==> config.mk <==
export PLATFORM = sky130hd
export DESIGN_NAME = conv_group_mac
export DESIGN_NICKNAME = d
export VERILOG_FILES = /design/src/rtl/conv_mac_pkg.sv /design/src/rtl/mac_group_counter.sv /design/src/rtl/mac_product.sv /design/src/rtl/mac_accum.sv /design/src/rtl/mac_addr_gen.sv /design/src/rtl/conv_group_mac.sv
export SDC_FILE = /design/constraint.sdc
export NUM_CORES = 1
export LEC_CHECK = 0
export BUFFER_PORTS_ARGS = -buffer_cell sky130_fd_sc_hd__buf_2
export CORE_MARGIN = 2
export CORE_UTILIZATION = 55
export DETAILED_ROUTE_END_ITERATION = 7
export MAX_ROUTING_LAYER = met4
export PLACE_DENSITY = 0.87
export REMOVE_ABC_BUFFERS = 1
export SLEW_MARGIN = 10
export SYNTH_ARGS = -nofsm -noshare
export SYNTH_HDL_FRONTEND = slang
export SYNTH_SLANG_ARGS = --single-unit
==> constraint.sdc <==
create_clock -name clk_i -period 3.8 [get_ports clk_i]
set_input_delay 0.57 -clock clk_i [delete_from_list [all_inputs] [get_ports clk_i]]
set_output_delay 0.57 -clock clk_i [all_outputs]
set_load 0.02 [all_outputs]
==> src/rtl/conv_mac_pkg.sv <==
package conv_mac_pkg;

   typedef enum logic [0:0] {
      PROD_WIDE   = 1'b0,
      PROD_NATIVE = 1'b1
   } prod_style_e;

   function automatic int unsigned idx_width(input int unsigned n);
      return (n <= 2) ? 1 : $clog2(n);
   endfunction

endpackage

==> src/rtl/mac_group_counter.sv <==
module mac_group_counter #(
   parameter int unsigned GROUP_LEN = 9,
   parameter int unsigned CNT_W     = conv_mac_pkg::idx_width(GROUP_LEN)
) (
   input  logic             clk_i,
   input  logic             rst_i,
   output logic [CNT_W-1:0] cnt_o,
   output logic             last_o,
   output logic             prelast_o
);

   localparam logic [CNT_W-1:0] LAST_POS    = CNT_W'(GROUP_LEN - 1);
   localparam logic [CNT_W-1:0] PRELAST_POS = CNT_W'(GROUP_LEN - 2);

   initial begin
      assert (GROUP_LEN >= 2) else $error("GROUP_LEN must be at least 2");
   end

   always_ff @(posedge clk_i or posedge rst_i) begin
      if (rst_i)
         cnt_o <= '0;
      else if (cnt_o == LAST_POS)
         cnt_o <= '0;
      else
         cnt_o <= cnt_o + 1'b1;
   end

   assign last_o    = (cnt_o == LAST_POS);
   assign prelast_o = (cnt_o == PRELAST_POS);


   cnt_wrap_chk: assert property (@(posedge clk_i) disable iff (rst_i)
      last_o |=> (cnt_o == '0));


   cnt_step_chk: assert property (@(posedge clk_i) disable iff (rst_i)
      !last_o |=> (cnt_o == $past(cnt_o) + 1'b1));

endmodule

==> src/rtl/mac_product.sv <==
module mac_product
   import conv_mac_pkg::*;
#(
   parameter int unsigned SAMPLE_W   = 5,
   parameter int unsigned COEF_W     = 3,
   parameter int unsigned ACC_W      = 8,
   parameter prod_style_e PROD_STYLE = PROD_WIDE
) (
   input  logic signed [SAMPLE_W-1:0] a_i,
   input  logic signed [COEF_W-1:0]   b_i,
   output logic signed [ACC_W-1:0]    prod_o
);

   localparam int unsigned NAT_W = SAMPLE_W + COEF_W;

   initial begin
      assert (ACC_W >= SAMPLE_W && ACC_W >= COEF_W)
         else $error("ACC_W must cover both operand widths");
   end

   generate
      if (PROD_STYLE == PROD_WIDE) begin : g_wide
         logic signed [ACC_W-1:0] a_x, b_x;
         assign a_x    = ACC_W'(a_i);
         assign b_x    = ACC_W'(b_i);
         assign prod_o = a_x * b_x;
      end else begin : g_native
         logic signed [NAT_W-1:0] nat;
         assign nat    = a_i * b_i;
         assign prod_o = ACC_W'(nat);
      end
   endgenerate

endmodule

==> src/rtl/mac_accum.sv <==
module mac_accum #(
   parameter int unsigned ACC_W = 8
) (
   input  logic                    clk_i,
   input  logic                    rst_i,
   input  logic signed [ACC_W-1:0] prod_i,
   input  logic                    restart_i,
   input  logic                    close_i,
   output logic signed [ACC_W-1:0] result_o,
   output logic                    strobe_o
);

   logic signed [ACC_W-1:0] acc_q;
   logic signed [ACC_W-1:0] sum_next;

   assign sum_next = acc_q + prod_i;

   always_ff @(posedge clk_i or posedge rst_i) begin
      if (rst_i) begin
         acc_q    <= '0;
         result_o <= '0;
         strobe_o <= 1'b0;
      end else begin
         acc_q    <= restart_i ? prod_i : sum_next;
         strobe_o <= close_i;
         if (close_i)
            result_o <= sum_next;
      end
   end


   result_hold_chk: assert property (@(posedge clk_i) disable iff (rst_i)
      !strobe_o |-> $stable(result_o));


   reload_chk: assert property (@(posedge clk_i) disable iff (rst_i)
      restart_i |=> (acc_q == $past(prod_i)));

endmodule

==> src/rtl/mac_addr_gen.sv <==
module mac_addr_gen #(
   parameter int unsigned ADDR_W = 8
) (
   input  logic              clk_i,
   input  logic              rst_i,
   input  logic              advance_i,
   output logic [ADDR_W-1:0] addr_o
);

   always_ff @(posedge clk_i or posedge rst_i) begin
      if (rst_i)
         addr_o <= '0;
      else if (advance_i)
         addr_o <= addr_o + 1'b1;
   end


   addr_step_chk: assert property (@(posedge clk_i) disable iff (rst_i)
      advance_i |=> (addr_o == $past(addr_o) + 1'b1));


   addr_hold_chk: assert property (@(posedge clk_i) disable iff (rst_i)
      !advance_i |=> $stable(addr_o));

endmodule

==> src/rtl/conv_group_mac.sv <==
module conv_group_mac
   import conv_mac_pkg::*;
#(
   parameter int unsigned SAMPLE_W   = 5,
   parameter int unsigned COEF_W     = 3,
   parameter int unsigned ACC_W      = 8,
   parameter int unsigned GROUP_LEN  = 9,
   parameter int unsigned ADDR_W     = 8,
   parameter prod_style_e PROD_STYLE = PROD_WIDE
) (
   input  logic                       clk_i,
   input  logic                       rst_i,
   input  logic signed [SAMPLE_W-1:0] sample_i,
   input  logic signed [COEF_W-1:0]   coef_i,
   output logic signed [ACC_W-1:0]    result_o,
   output logic                       strobe_o,
   output logic [ADDR_W-1:0]          addr_o
);

   localparam int unsigned     CNT_W    = idx_width(GROUP_LEN);
   localparam logic [CNT_W-1:0] LAST_POS = CNT_W'(GROUP_LEN - 1);

   logic [CNT_W-1:0]        grp_pos;
   logic                    grp_last;
   logic                    grp_prelast;
   logic signed [ACC_W-1:0] prod;

   initial begin
      assert (ADDR_W >= 1) else $error("ADDR_W must be at least 1");
   end

   mac_group_counter #(
      .GROUP_LEN (GROUP_LEN),
      .CNT_W     (CNT_W)
   ) i_counter (
      .clk_i     (clk_i),
      .rst_i     (rst_i),
      .cnt_o     (grp_pos),
      .last_o    (grp_last),
      .prelast_o (grp_prelast)
   );

   mac_product #(
      .SAMPLE_W   (SAMPLE_W),
      .COEF_W     (COEF_W),
      .ACC_W      (ACC_W),
      .PROD_STYLE (PROD_STYLE)
   ) i_product (
      .a_i    (sample_i),
      .b_i    (coef_i),
      .prod_o (prod)
   );

   mac_accum #(
      .ACC_W (ACC_W)
   ) i_accum (
      .clk_i     (clk_i),
      .rst_i     (rst_i),
      .prod_i    (prod),
      .restart_i (grp_last),
      .close_i   (grp_prelast),
      .result_o  (result_o),
      .strobe_o  (strobe_o)
   );

   mac_addr_gen #(
      .ADDR_W (ADDR_W)
   ) i_addr (
      .clk_i     (clk_i),
      .rst_i     (rst_i),
      .advance_i (grp_last),
      .addr_o    (addr_o)
   );


   strobe_pos_chk: assert property (@(posedge clk_i) disable iff (rst_i)
      strobe_o |-> (grp_pos == LAST_POS));


   strobe_single_chk: assert property (@(posedge clk_i) disable iff (rst_i)
      strobe_o |=> !strobe_o);

endmodule

======== Word level (Yosys, flattened, before mapping) ========
Index checks and enable logic that the tools add are counted.
storage, ports and cells
  register bits ........................... 29
  output and inout port bits .............. 17
  word-level logic and storage cells ...... 13
operators by class
  $add $sub $neg .......................... 3
  multiply operators ...................... 1
  eq/ne operators ......................... 2
  multiplexer cells ....................... 2
operator list
  kind                                                  number
  adder 8 x 1 -> 8 bit (second input constant)          1
  adder 8 bit                                           1
  multiplier 5 x 3 -> 8 bit                             1
  two-way mux 8 bit                                     1
  adder 4 x 1 -> 4 bit (second input constant)          1
  equality test 4 x 3 -> 1 bit (second input constant)  1
  equality test 4 bit (second input constant)           1
  two-way mux 4 bit                                     1

======== Logic depth before layout (Yosys ltp) ========
  word-level depth ........................ 3
  mapped depth ............................ 16
  mapped depth without buffers ............ 15

======== By module ========
Synthesis repeated with hierarchy kept, for this count alone.
unflattened totals
  cell total of the unflattened synthesis .. 188
  area, all modules ....................... 2,029.4 um2
modules (own cells, without submodules)
  module             instances  cells an instance  area each (um2)
  mac_accum          1          94                 1,038.5
  mac_product        1          48                 425.4
  mac_addr_gen       1          27                 345.3
  mac_group_counter  1          19                 220.2

======== Worst setup path after synthesis ========
No wires, ideal clock.
  path type ............................... input -> register
  start point ............................. in sample_i[4]
  end point ............................... reg i_accum.result_o[7]
  setup time .............................. 0.082 ns
  arrival time ............................ 3.551 ns
  slack ................................... 0.167 ns
  cell stages on the path ................. 14
  path through ............................ and2_1 > fa_1 > ha_1 > ha_1 > a21o_1 > a21oi_1 > xnor2_1 > ha_1 > buf_4 > o21ai_0 > a22oi_1 > o21ai_1 > or3b_1 > a31oi_1
between the ends
  cells in the longest elaborated chain, start to end .. 2
ends and longest elaborated chain
  what                       line                  RTL
  start, declared            conv_group_mac.sv:13  input logic signed [SAMPLE_W-1:0] sample_i,
  multiplier 5 x 3 -> 8 bit  mac_product.sv:26     assign prod_o = a_x * b_x;
  adder 8 bit                mac_accum.sv:16       assign sum_next = acc_q + prod_i;
  end signal, assigned       mac_accum.sv:27       result_o <= sum_next;
  end, declared              mac_accum.sv:9        output logic signed [ACC_W-1:0] result_o,
Every way passes these cells.
A chain may end at the register's enable or synchronous reset.

======== Worst setup path after layout ========
  start point ............................. in coef_i[2]
  end point ............................... reg i_accum.result_o[7]
between the ends
  cells in the longest elaborated chain, start to end .. 2
ends and longest elaborated chain
  what                       line                  RTL
  start, declared            conv_group_mac.sv:14  input logic signed [COEF_W-1:0] coef_i,
  multiplier 5 x 3 -> 8 bit  mac_product.sv:26
  adder 8 bit                mac_accum.sv:16
Every way passes these cells.

==> metrics.csv <==
metric,value,unit
post-synthesis register bit count,29,
post-synthesis simple-gate area fraction,16.1,%
clock slew at reported path FFs,0.09,ns
sequential share of power,29.9,%
Die H,62.8,µm
pre-CTS WS,-0.0421,ns
antenna violations before repair,0,
Routed Antenna Nets,0,
P_leak,1.12,nW
part of the cycle the worst path needs,94.1,%
CP arrival,3.83,ns
clock latency on the worst-skew pair,0.33,ns
post-synth top area cell,dfrtp_1,
largest net degree at the start of global routing,30,
Syn Inst Count,184,
global-route wire length before repair,5980,µm
Ports,27,
Initial DRT Pass Iterations,4,
Yosys Warn Count,0,
overall power,1.47,mW
top-area cell type share of the netlist area,38.2,%
sequential cell area fraction in the yosys report,38.2,%
I/O Buffers,26,
per-cell routed wire length,12.7,µm
Synth Area per Inst,10.3,µm²
Mapped Area,0.00190,mm²
hold_ws,0.470,ns
global route overflow,0,
maxcap violations,0,
Synth Area in XOR/XNOR,8.70,%
Placed Cells incl. Taps,261,
CP startpoint kind,input port,
Final setup viols,0,
Worst setup EP type,flop,
Sw Share,38.4,%
Adder-Cell Fraction of Synth Area,20.6,%
final net count,259,
fin crit period,3.58,ns
vias in the first global route,1335,
worst vdd ir,345,µV
Max clock buf depth,2,
Int Pwr,0.905,mW
Critical Path RT,4.05,ns
GPL Wtd Cong,0.800,
Ant. Diodes,0,
TritonCTS clock tree,built,
slew margin rel.,27.6,%
total core area,0.00334,mm²
non-filler cells in the finished layout,269,
number of synthesized flops with an enable pin,0,
row cnt,21,
Sw Pwr,0.565,mW
hold buffer count at cts,0,
critical path class,input port to flop,
Setup Skew,0.00477,ns
RSZ-0062 raised after global routing,no,
combinational share of power,52.0,%
die area,0.00394,mm²
endpoints failing hold,0,
DRC Markers,0,
footprint of the multi-input gates,0.00111,mm²
fill cell total of the finished layout,253,
Clock power frac,18.1,%
most area-consuming cells after synthesis,"dfrtp_1 (38%), ha_1 (13%), fa_1 (7.4%), xnor2_1 (6.0%), nand2_1 (4.0%)",
mux cell area share after synthesis,2.31,%
status,"complete, no violations",
fraction of layout instances using a drive strength above 1,21.1,%
compound-cell area share of the yosys netlist,10.6,%
via count,1404,
critical path peak fanout,5,
First DRT Iteration DRCs,40,
CTS buffer count,5,
Storage cell area,726,µm²
H-tree depth,2,
Detailed Place HPWL,2600,µm
Main synth FF type,dfrtp_1,
Synth-to-Final Area Change,17.2,%
clock sink total,29,
drt total wl,3410,µm
Avg Vias per Cell,5.22,
Tightest Hold Check Type,flop to flop,
Clock Root Buffer,clkbuf_4,
initial core utilization,56.9,%
post-synth cell types,38,
largest family of logic cells by synthesized area,adder cells,
Pins Over Slew Limit,0,
"Async S/R FF share, synth",100,%
PD cells,660,mW/mm²
pin slew with the least headroom to its limit,1.09,ns
Max Clock Freq,280,MHz
setup ws final,0.223,ns
die width,62.8,µm
GRT Overall Usage,20.1,%
most frequent cells after synthesis,"dfrtp_1 (29), ha_1 (20), nand2_1 (20)",
most common cell in the netlist,dfrtp_1,
-- layer usage --
| metal | up-vias | share of wire, % | GRT usage [%] | wire length (µm) |
|---|---|---|---|---|
| li1 | 708 | - | - | - |
| met1 | 662 | 47 | 25.9 | 1620 |
| met2 | 23 | 46 | 30.1 | 1580 |
| met3 | 11 | 3.4 | 5.77 | 117 |
| met4 | 0 | 2.8 | 7.78 | 95 |
| met5 | - | 0 | - | 0 |
-- worst paths after layout --
kind,to,depth (start not counted),from,slack (ns)
worst max-delay path,i_accum.result_o[7],14,coef_i[2],0.22
worst min-delay path,i_addr.addr_o[7],1,i_addr.addr_o[7],0.47
worst max register to register,i_addr.addr_o[6],8,i_counter.cnt_o[0],1.71
worst min register to register,i_addr.addr_o[7],1,i_addr.addr_o[7],0.47
max in group asynchronous,i_accum.acc_q[4],2,rst_i,2.65
min in group asynchronous,i_counter.cnt_o[2],2,rst_i,0.50
-- logic make-up (layout without fill, tap and decap cells) --
| family | count (synthesis) | after routing |
|---|---|---|
| buffers and inverters | 16 | 55 |
| xor gates and xnor gates | 18 | 18 |
| muxes | 4 | 4 |
| adders and majority gates | 27 | 27 |
| DFF | 29 | 29 |
| and+or+nand+nor | 59 | 59 |
| AOI/OAI and AO/OA | 31 | 31 |
-- flip-flops by register name, indices dropped and copies added (netlist names) --
signal and count:
i_accum.acc_q 8, i_counter.cnt_o 4, i_accum.result_o 8, i_accum.strobe_o 1
i_addr.addr_o 8
-- cell type report --
class                      instances  area share [%]
timing repair buffer              35            8.88
clock buffer                       7            2.47
sequential                        29            32.6
multi-input combinational        139            50.1
inverter                          12            2.02
tap                               46            2.59
clock inverter                     1            1.35
-- metrics by stage --
stage / utilization (%) / setup TNS [ns] / cell area, µm²
6_report: 66.7 / 0 / 2230
5_1_grt: 66.7 / 0 / 2230
4_1_cts: 66.5 / 0 / 2220
3_5_place_dp: 63.9 / -0.0466 / 2130
3_3_place_gp: 63.9 / 0 / 2130
2_1_floorplan: - / 0 / 1880
-- power groups by stage --
stage	clock (mW)	sequential [mW]	combinational [mW]
floorplan	0	0.495	0.485
global placement	0	0.445	0.725
detailed placement	0	0.446	0.756
CTS	0.268	0.440	0.762
global route	0.282	0.450	0.852
finish	0.267	0.439	0.763
-- worst max-delay path, stage by stage --
cell and delay [ns]:
buf_2 0.10, inv_1 0.14, nor2_1 0.09, fa_1 0.48, ha_1 0.30, ha_1 0.23
fa_1 0.45, xor2_2 0.22, ha_1 0.30, o21ai_0 0.09, a22oi_1 0.19, o21ai_1 0.11
or3b_1 0.38, a31oi_1 0.17
-- placed cells by master (no fill, tap or decap), types with 2 or more instances in the layout --
master,count
ha_1,20
dfrtp_1,29
fa_1,7
nand2b_1,2
nor3b_1,4
nand3_1,5
nor2_1,8
o21bai_1,2
nand2_1,20
xor2_1,3
a21o_1,5
inv_1,12
nand4_1,4
buf_2,26
mux2_1,3
and2_1,8
o21ai_0,10
clkbuf_4,5
or4_1,2
xnor2_1,13
a21oi_1,5
buf_4,9
and3_1,2
-- timing repair --
item | 4_1_cts | 5_1_grt
gates resized for setup | 0 | 1
endpoints found under the hold margin | 0 | 0
endpoints found under the setup margin | 0 | 1
setup buffers | 0 | 0
Note: power is estimated with default switching activity, not from simulation.
